[config.mk]
export PLATFORM = sky130hd
export DESIGN_NAME = bist_frame_gen
export DESIGN_NICKNAME = d
export VERILOG_FILES = /design/src/rtl/bist_gen_pkg.sv /design/src/rtl/bist_len_resolve.sv /design/src/rtl/bist_prbs_byte.sv /design/src/rtl/bist_frame_gen.sv
export SDC_FILE = /design/constraint.sdc
export NUM_CORES = 1
export LEC_CHECK = 0
export BUFFER_PORTS_ARGS = -buffer_cell sky130_fd_sc_hd__buf_4
export CAP_MARGIN = 20
export CORE_MARGIN = 4
export CORE_UTILIZATION = 62
export DETAILED_ROUTE_END_ITERATION = 7
export PLACE_DENSITY_LB_ADDON = 0.25
export RECOVER_POWER = 100
export SLEW_MARGIN = 30
export SYNTH_ARGS = -nofsm -noshare
export SYNTH_HDL_FRONTEND = slang
export SYNTH_SLANG_ARGS = --single-unit
[constraint.sdc]
create_clock -name clk -period 6 [get_ports clk]
set_input_delay 0.9 -clock clk [delete_from_list [all_inputs] [get_ports clk]]
set_output_delay 0.9 -clock clk [all_outputs]
set_load 0.01 [all_outputs]
[src/rtl/bist_gen_pkg.sv]
package bist_gen_pkg;

    typedef enum logic [2:0] {
        ST_IDLE,
        ST_PREAMBLE,
        ST_SFD,
        ST_PAYLOAD,
        ST_GAP
    } gen_state_t;

    localparam logic [7:0] LEAD_BYTE  = 8'h55;
    localparam logic [7:0] DELIM_BYTE = 8'hD5;

endpackage

[src/rtl/bist_len_resolve.sv]
module bist_len_resolve #(
    parameter int GAP_W     = 8,
    parameter int LEN_W     = 16,
    parameter int OUT_W     = 16,
    parameter int GAP_SCALE = 4,
    parameter int GAP_MIN   = 12,
    parameter int SHORT_LEN = 64,
    parameter int LONG_LEN  = 1518
) (
    input  logic [GAP_W-1:0] gap_cfg,
    input  logic             len_sel,
    input  logic [LEN_W-1:0] prbs_len,
    output logic [OUT_W-1:0] payload_len,
    output logic [OUT_W-1:0] gap_len
);

    logic [GAP_W-1:0] gap_eff;

    always_comb begin
        gap_eff = (gap_cfg < GAP_W'(GAP_MIN)) ? GAP_W'(GAP_MIN) : gap_cfg;
        gap_len = OUT_W'(gap_eff) * OUT_W'(GAP_SCALE);
        if (prbs_len != '0)
            payload_len = OUT_W'(prbs_len);
        else if (len_sel)
            payload_len = OUT_W'(SHORT_LEN);
        else
            payload_len = OUT_W'(LONG_LEN);
    end

endmodule

[src/rtl/bist_prbs_byte.sv]
module bist_prbs_byte #(
    parameter int PRBS_W = 15,
    parameter int TAP_A  = 14,
    parameter int TAP_B  = 13,
    parameter int BYTE_W = 8
) (
    input  logic              clk,
    input  logic              rst,
    input  logic              advance,
    output logic [BYTE_W-1:0] byte_out
);

    logic [PRBS_W-1:0] lfsr_q;
    logic [PRBS_W-1:0] stage [0:BYTE_W];

    assign stage[0] = lfsr_q;

    generate
        for (genvar i = 0; i < BYTE_W; i++) begin : g_step
            assign stage[i+1]  = {stage[i][PRBS_W-2:0], stage[i][TAP_A] ^ stage[i][TAP_B]};
            assign byte_out[i] = stage[i+1][0];
        end
    endgenerate

    always_ff @(posedge clk) begin
        if (rst)
            lfsr_q <= '1;
        else if (advance)
            lfsr_q <= stage[BYTE_W];
    end

    // the register can never reach the all-zero lock-up state
    a_r4_no_lockup: assert property (@(posedge clk) disable iff (rst)
        lfsr_q != '0);

endmodule

[src/rtl/bist_frame_gen.sv]
module bist_frame_gen
    import bist_gen_pkg::*;
#(
    parameter int GAP_W        = 8,
    parameter int LEN_W        = 16,
    parameter int FC_W         = 16,
    parameter int GAP_SCALE    = 4,
    parameter int GAP_MIN      = 12,
    parameter int SHORT_LEN    = 64,
    parameter int LONG_LEN     = 1518,
    parameter int PREAMBLE_LEN = 7
) (
    input  logic             clk,
    input  logic             rst,
    input  logic             enable,
    input  logic [GAP_W-1:0] gap_cfg,
    input  logic             len_sel,
    input  logic [LEN_W-1:0] prbs_len,
    output logic [7:0]       txd,
    output logic             tx_en,
    output logic             frame_active,
    output logic [FC_W-1:0]  frame_count
);

    localparam int GAP_MAX_CYC = ((1 << GAP_W) - 1) * GAP_SCALE;
    localparam int GAP_CW      = $clog2(GAP_MAX_CYC + 1);
    localparam int CNT_W       = (LEN_W > GAP_CW) ? LEN_W : GAP_CW;
    localparam int MIN_GAP_CYC = GAP_MIN * GAP_SCALE;

    gen_state_t       state_q, state_d;
    logic [CNT_W-1:0] cnt_q;
    logic [CNT_W-1:0] plen_q, glen_q;
    logic [CNT_W-1:0] payload_len, gap_len;
    logic [FC_W-1:0]  fc_q;
    logic [7:0]       prbs_byte;
    logic             prbs_adv;
    logic             start_frame;
    logic             end_payload;

    bist_len_resolve #(
        .GAP_W(GAP_W), .LEN_W(LEN_W), .OUT_W(CNT_W), .GAP_SCALE(GAP_SCALE),
        .GAP_MIN(GAP_MIN), .SHORT_LEN(SHORT_LEN), .LONG_LEN(LONG_LEN)
    ) u_len (
        .gap_cfg    (gap_cfg),
        .len_sel    (len_sel),
        .prbs_len   (prbs_len),
        .payload_len(payload_len),
        .gap_len    (gap_len)
    );

    bist_prbs_byte #(.PRBS_W(15), .TAP_A(14), .TAP_B(13), .BYTE_W(8)) u_prbs (
        .clk     (clk),
        .rst     (rst),
        .advance (prbs_adv),
        .byte_out(prbs_byte)
    );

    // next-state selection
    always_comb begin
        state_d = state_q;
        unique case (state_q)
            ST_IDLE:     if (enable) state_d = ST_PREAMBLE;
            ST_PREAMBLE: if (cnt_q == CNT_W'(PREAMBLE_LEN - 1)) state_d = ST_SFD;
            ST_SFD:      state_d = ST_PAYLOAD;
            ST_PAYLOAD:  if (cnt_q == plen_q - CNT_W'(1)) state_d = ST_GAP;
            ST_GAP:      if (cnt_q == glen_q - CNT_W'(1))
                             state_d = enable ? ST_PREAMBLE : ST_IDLE;
            default:     state_d = ST_IDLE;
        endcase
    end

    assign start_frame = (state_d == ST_PREAMBLE) && (state_q != ST_PREAMBLE);
    assign end_payload = (state_q == ST_PAYLOAD) && (state_d == ST_GAP);

    // state register and counters
    always_ff @(posedge clk) begin
        if (rst) begin
            state_q <= ST_IDLE;
            cnt_q   <= '0;
            plen_q  <= '0;
            glen_q  <= '0;
            fc_q    <= '0;
        end else begin
            state_q <= state_d;
            cnt_q   <= (state_d != state_q) ? '0 : cnt_q + CNT_W'(1);
            if (start_frame) begin
                plen_q <= payload_len;
                glen_q <= gap_len;
            end
            if (end_payload)
                fc_q <= fc_q + FC_W'(1);
        end
    end

    // outputs decoded from the current state
    always_comb begin
        txd          = 8'h00;
        tx_en        = 1'b0;
        frame_active = 1'b0;
        prbs_adv     = 1'b0;
        unique case (state_q)
            ST_IDLE, ST_GAP: ;
            ST_PREAMBLE: begin
                txd   = LEAD_BYTE;
                tx_en = 1'b1;
            end
            ST_SFD: begin
                txd          = DELIM_BYTE;
                tx_en        = 1'b1;
                frame_active = 1'b1;
            end
            ST_PAYLOAD: begin
                txd          = prbs_byte;
                tx_en        = 1'b1;
                frame_active = 1'b1;
                prbs_adv     = 1'b1;
            end
            default: ;
        endcase
    end

    assign frame_count = fc_q;

    // reset clears the outputs in the following cycle
    a_r1_reset_idle: assert property (@(posedge clk)
        rst |=> (!tx_en && frame_count == '0));

    // a frame always opens on a lead-in byte
    a_r2_lead_first: assert property (@(posedge clk) disable iff (rst)
        $rose(tx_en) |-> txd == LEAD_BYTE);

    // a latched payload length is never zero
    a_r3_len_nonzero: assert property (@(posedge clk) disable iff (rst)
        (state_q == ST_PAYLOAD) |-> plen_q != '0);

    // the latched gap never falls under the clamped minimum
    a_r5_gap_floor: assert property (@(posedge clk) disable iff (rst)
        (state_q == ST_GAP) |-> glen_q >= CNT_W'(MIN_GAP_CYC));

    // the active flag lies inside the transmit window
    a_r6_active_in_frame: assert property (@(posedge clk) disable iff (rst)
        frame_active |-> tx_en);

    // the count moves only by one, and exactly when a frame ends
    a_r7_count_step: assert property (@(posedge clk) disable iff (rst)
        (!$past(rst) && frame_count != $past(frame_count))
            |-> frame_count == $past(frame_count) + FC_W'(1));
    a_r7_count_on_end: assert property (@(posedge clk) disable iff (rst)
        (!$past(rst) && $fell(tx_en)) |-> frame_count == $past(frame_count) + FC_W'(1));

    // idle with enable low stays quiet
    a_r9_idle_hold: assert property (@(posedge clk) disable iff (rst)
        (state_q == ST_IDLE && !enable) |=> !tx_en);

endmodule

# After elaboration in Yosys (flattened, before gate mapping)
# Index checks and enable logic that the tools add are counted.
# op_classes
add_sub_neg	4
order_cmp	1
n_eq_ne	11
mux	13
n_bitwise	8
reduce_logical	7
# op_table
operator	count
$add A16 B1 Y16 const B	2
$eq A16 B16 Y1	2
$pmux W8 S3	1
$eq A16 B3 Y1 const B	1
$mux W16	1
$reduce_bool A16 Y1	1
$sub A16 B1 Y16 const B	1
$pmux W3 S5	1
$mux W3	4
$mux W11	1
$sub A10 B1 Y11 const B	1
$lt A8 B4 Y1 const B	1
$mux W8	1
$xor A1 B1 Y1	8
$eq A3 B1 Y1 const B	2
$eq A3 B2 Y1 const B	2
$eq A3 B3 Y1 const B	2
$mux W1	4
$reduce_or A2 Y1	2
$logic_not A3 Y1	1
$ne A3 B1 Y1 const B	1
$ne A3 B3 Y1	1
$reduce_or A3 Y1	1
$logic_and A1 B1 Y1	2
# word_totals
register_bits	74
word_cells	50

# Depth between registers and ports, before layout
# logic_depth
word_depth	6
depth_mapped	12
mapped_depth_nobuf	10

# Modules after synthesis
# Synthesis repeated with hierarchy kept, for this count alone.
# unflattened
hier_cells	641
hier_area_um2	5313.8
# by_module_without_submodules
mod	instances	cells_per_inst	area_each_um2	seq_area_each_um2
bist_frame_gen	1	534	4424.2	1341.3
bist_prbs_byte	1	66	626.9	300.3
bist_len_resolve	1	41	262.8	0.0

# Least setup slack after synthesis
# No wires, ideal clock.
# synth_timing
path_type	reg2reg
start	reg plen_q[0]
end	reg cnt_q[5]
setup_time_ps	115
t_arrival_ps	2464
required_ps	5885
slack_ps	3421
path_stages_with_launch	13
path_buffers	2
synth_period_minus_slack_ps	2579
cell_sequence	dfxtp_1 -> inv_1 -> ha_1 -> nor3b_2 -> nand4b_1 -> xnor2_1 -> nor4_1 -> and3_1 -> buf_6 -> a211oi_1 -> o211ai_2 -> buf_4 -> nor2_1
# synth_via
elab_chain_cells	6
# synth_lines
element	line	source
from (decl)	bist_frame_gen.sv:32	logic [CNT_W-1:0] plen_q, glen_q;
from (signal assigned)	bist_frame_gen.sv:87	plen_q <= payload_len;
$sub A16 B1 Y16	bist_frame_gen.sv:65	ST_PAYLOAD: if (cnt_q == plen_q - CNT_W'(1)) state_d = ST_GAP;
$eq A16 B16 Y1	bist_frame_gen.sv:65	
$mux W3	bist_frame_gen.sv:65	
$pmux W3 S5	bist_frame_gen.sv:61	unique case (state_q)
$ne A3 B3 Y1	bist_frame_gen.sv:85	cnt_q <= (state_d != state_q) ? '0 : cnt_q + CNT_W'(1);
$reduce_or A2 Y1 (no source line)	--	
to (signal assigned)	bist_frame_gen.sv:85	
to (decl)	bist_frame_gen.sv:31	logic [CNT_W-1:0] cnt_q;
# Every way passes these cells.
# A chain may end at the register's enable or synchronous reset.

# Worst setup path after layout
# layout_timing
start	reg plen_q[0]
end	reg plen_q[12]
# layout_via
elab_chain_cells	6
# layout_lines
element	line	source
$sub A16 B1 Y16	bist_frame_gen.sv:65	
$eq A16 B16 Y1	bist_frame_gen.sv:65	
$mux W3	bist_frame_gen.sv:65	
$pmux W3 S5	bist_frame_gen.sv:61	
$eq A3 B1 Y1	bist_frame_gen.sv:72	assign start_frame = (state_d == ST_PREAMBLE) && (state_q != ST_PREAMBLE);
$logic_and A1 B1 Y1	bist_frame_gen.sv:72	
# Every way passes these cells.

==> results.cfg <==
[pwr]
power.leakage_uw = 0.00166
sequentialPowerShare_pct = 49.4
comb_power_share_pct = 13.3
switching_power_uw = 279
power_per_cell_area_nw_per_um2 = 239
switching_share_pct = 26.3
cell_int_power_uw = 783
pwr-share-clk_pct = 37.3
vdd_ir_drop_max_v = 0.000207

[drt]
drt_first_iter_violations = 191
drc = 0
routed_wirelength_mm = 8.74
dr.pass1.iters = 4
drt-vias-per-instance = 5.76
wire_per_inst_um = 14.4
antenna_violating_nets_post_route = 0
via_count = 3483

[sta]
timing.max_slew.rel_slack_pct = -1.39
min_period_ns = 4.01
setup-violations-final = 0
hold-worst-slack_ns = 0.469
worst-slew-pin-transition_ns = 1.52
fin_setup_tns_ns = 0
clock.fmax_mhz = 250
grt_setup_unrepaired = false
timing.clock.skew_ns = 0.0116
timing.final.max_slew_violations = 25
layout_setup_ws_ns = 1.99
final_min_period_over_clock_period_pct = 66.8
timing_hold_violations_final = 0

[synthesis]
synth-warning-count = 0
ys_async_sr_fraction_pct = 0
synthesis.area_um2 = 4000
avgSynthCellArea_um2 = 8.22
synth_enable_flop_cells = 0
synth_sequential_area_ratio_pct = 37.0
synthesis.instances = 487
ys.flop_type = sky130_fd_sc_hd__dfxtp_1
synth_seq_cells = 74
synth_cell_type_count = 54
synth_nets = 520

[die]
fp.dieH_um = 88.3
floorplan.core_area_um2 = 6310
dieWidth_um = 88.3
num_io_pins = 54
initial_utilization_pct = 63.4
floorplan.die_area_um2 = 7800
core.rowCount = 29

[placed_design]
preCtsSetupSlack_ns = 2.68
dpl-instance-area_um2 = 4370
place_inst = 590
dp.final_hpwl_mm = 6.35
place_congestion = 0.854
numPortBuffers = 53

[global_route]
overall_track_demand_over_capacity_in_global_routing_pct = 24.0
grt_first_pass_wirelength_mm = 15.0
first_global_vias = 3293
pin_count_of_the_biggest_net_entering_global_routing = 61
globalRouteOverflowTotal = 0
number_of_antenna_violations_at_the_first_check_in_global_routing = 0

[setup_path]
critPathMaxFanout = 24
worstSetupEndpointType = flop
cp_top_delay_family = compound AO/OA/AOI/OAI gates
setup.worst_path.start_class = flop
criticalPathCategory = flop to flop
worstPathRequired_ns = 6.16
critical_path_buf_inv_count = 1
timing.critical_path.slowest_cell_delay_ns = 1.15
path_cells = inv_1, ha_1, nor3b_1, nand4_1, xnor2_1, nor4_1, and3_1, a211o_1, a21oi_1, o21ai_0
cp.arrival_ns = 4.17
critPathSlowestCell = sky130_fd_sc_hd__a21oi_1

[layout]
post_layout_instance_count_excluding_filler_cells = 605
drive_above_1_share_pct = 8.71
layout-area-overhead-vs-synth_pct = 11.0
design_area_um2 = 4440
mostFrequentLayoutCells = sky130_fd_sc_hd__dfxtp_1, sky130_fd_sc_hd__nor2_1, sky130_fd_sc_hd__nand2_1
most_frequent_standard_cell_in_the_layout_excluding_fill_and_tap_cells = sky130_fd_sc_hd__dfxtp_1
finalNetCount = 557
fill_cells = 514
n_antenna_cell = 0

[outcome]
failed_checks = max-capacitance violations, max-slew violations
outcome = finished with violations

[clock_tree]
cts_tree = done
postCtsResizedCells = 0
cts.reportedPaths.clkPinSlew_ns = 0.08
cts_post_setup_buffers_inserted = 0
cts_max_level = 3
postCtsHoldBufs = 0
cts-root-to-sink-buffers = 2
clock_tree_root = sky130_fd_sc_hd__clkbuf_8
clock-sinks = 74
worstSkewPairLatency_ns = 0.35
cts_made_buffers = 9

[flow_run]
max_cap_violations = 1

[min_path]
min_path_type = flop to flop
==> power groups by stage <==
stage	logic (µW)	clock network, µW	registers [µW]
6_report	142	396	524
5_1_grt	161	420	526
4_1_cts	147	398	524
3_5_place_dp	147	0	535
3_3_place_gp	143	0	534
2_1_floorplan	113	0	528
==> synthesized netlist by cell type, types with 3 or more instances <==
master                     instances  area (µm²)
sky130_fd_sc_hd__nand4_1          11        68.8
sky130_fd_sc_hd__a31oi_1           6        37.5
sky130_fd_sc_hd__or4_1             4        30.0
sky130_fd_sc_hd__o211ai_1          3        22.5
sky130_fd_sc_hd__o31ai_1           4        30.0
sky130_fd_sc_hd__ha_1              5        62.6
sky130_fd_sc_hd__a21oi_1          11        55.1
sky130_fd_sc_hd__buf_2             3        15.0
sky130_fd_sc_hd__a211o_1          11        96.3
sky130_fd_sc_hd__nor2_1           53         199
sky130_fd_sc_hd__nand3b_1          9        67.6
sky130_fd_sc_hd__xnor2_1          39         342
sky130_fd_sc_hd__xor2_1           28         245
sky130_fd_sc_hd__nor4_1           13        81.3
sky130_fd_sc_hd__inv_1            15        56.3
sky130_fd_sc_hd__nor3_1           12        60.1
sky130_fd_sc_hd__nand2_1          42         158
sky130_fd_sc_hd__nand3_1          15        75.1
sky130_fd_sc_hd__o21ai_1          16        80.1
sky130_fd_sc_hd__dfxtp_1          74        1480
sky130_fd_sc_hd__and3_1            6        37.5
sky130_fd_sc_hd__nand2b_1         22         138
sky130_fd_sc_hd__clkbuf_1         20        75.1
sky130_fd_sc_hd__or3_1             6        37.5
sky130_fd_sc_hd__a211oi_1          3        22.5
sky130_fd_sc_hd__o21ai_0          22         110
==> cell families after synthesis <==
group,Yosys count,synth area share (%)
AND/OR/NAND/NOR,209,27.5
adder cells (fa/ha/maj),5,1.56
XOR/XNOR,67,14.7
buffers and inverters,42,4.50
flip-flops,74,37.0
AO/OA/AOI/OAI,88,14.2
multiplexers,2,0.500
==> metrics by stage <==
| stage | util [%] | power, µW |
|---|---|---|
| after floorplan | - | 641 |
| after global placement | 69.2 | 678 |
| after detailed placement | 69.2 | 682 |
| after CTS | 72.5 | 1070 |
| after global routing | 70.4 | 1110 |
| final | 70.4 | 1060 |
==> worst paths after layout <==
check	start	to	slack, ns	cells after the start
worst max-delay path	plen_q[0]	plen_q[12]	1.99	10
worst min-delay path	u_prbs.lfsr_q[4]	u_prbs.lfsr_q[4]	0.47	1
worst max register to register	plen_q[0]	plen_q[12]	1.99	10
worst min register to register	u_prbs.lfsr_q[4]	u_prbs.lfsr_q[4]	0.47	1
==> flip-flops by register name, indices dropped and copies added, names as in the netlist <==
| signal | cells |
|---|---|
| cnt_q | 16 |
| frame_count | 16 |
| plen_q | 16 |
| u_prbs.lfsr_q | 15 |
| glen_q | 8 |
| state_q | 3 |
==> area by class of cell <==
cell class / count / area [µm²] / area share (%)
Multi-Input combinational cell: 371 / 2300 / 51.9
Sequential cell: 74 / 1480 / 33.4
Timing Repair Buffer: 53 / 300 / 6.76
Clock buffer: 11 / 151 / 3.41
Tap cell: 77 / 96.3 / 2.17
Inverter: 15 / 56.3 / 1.27
Clock inverter: 4 / 51.3 / 1.15
==> routing by layer <==
layer	wire (µm)	part of all wire (%)	track usage, %	vias up
li1	-	-	-	1777
met1	4150	48	32.7	1621
met2	3950	45	37.7	73
met3	502	5.7	5.21	12
met4	133	1.5	8.10	0
met5	0	0	0	-
(Power assumes the default switching activity.)
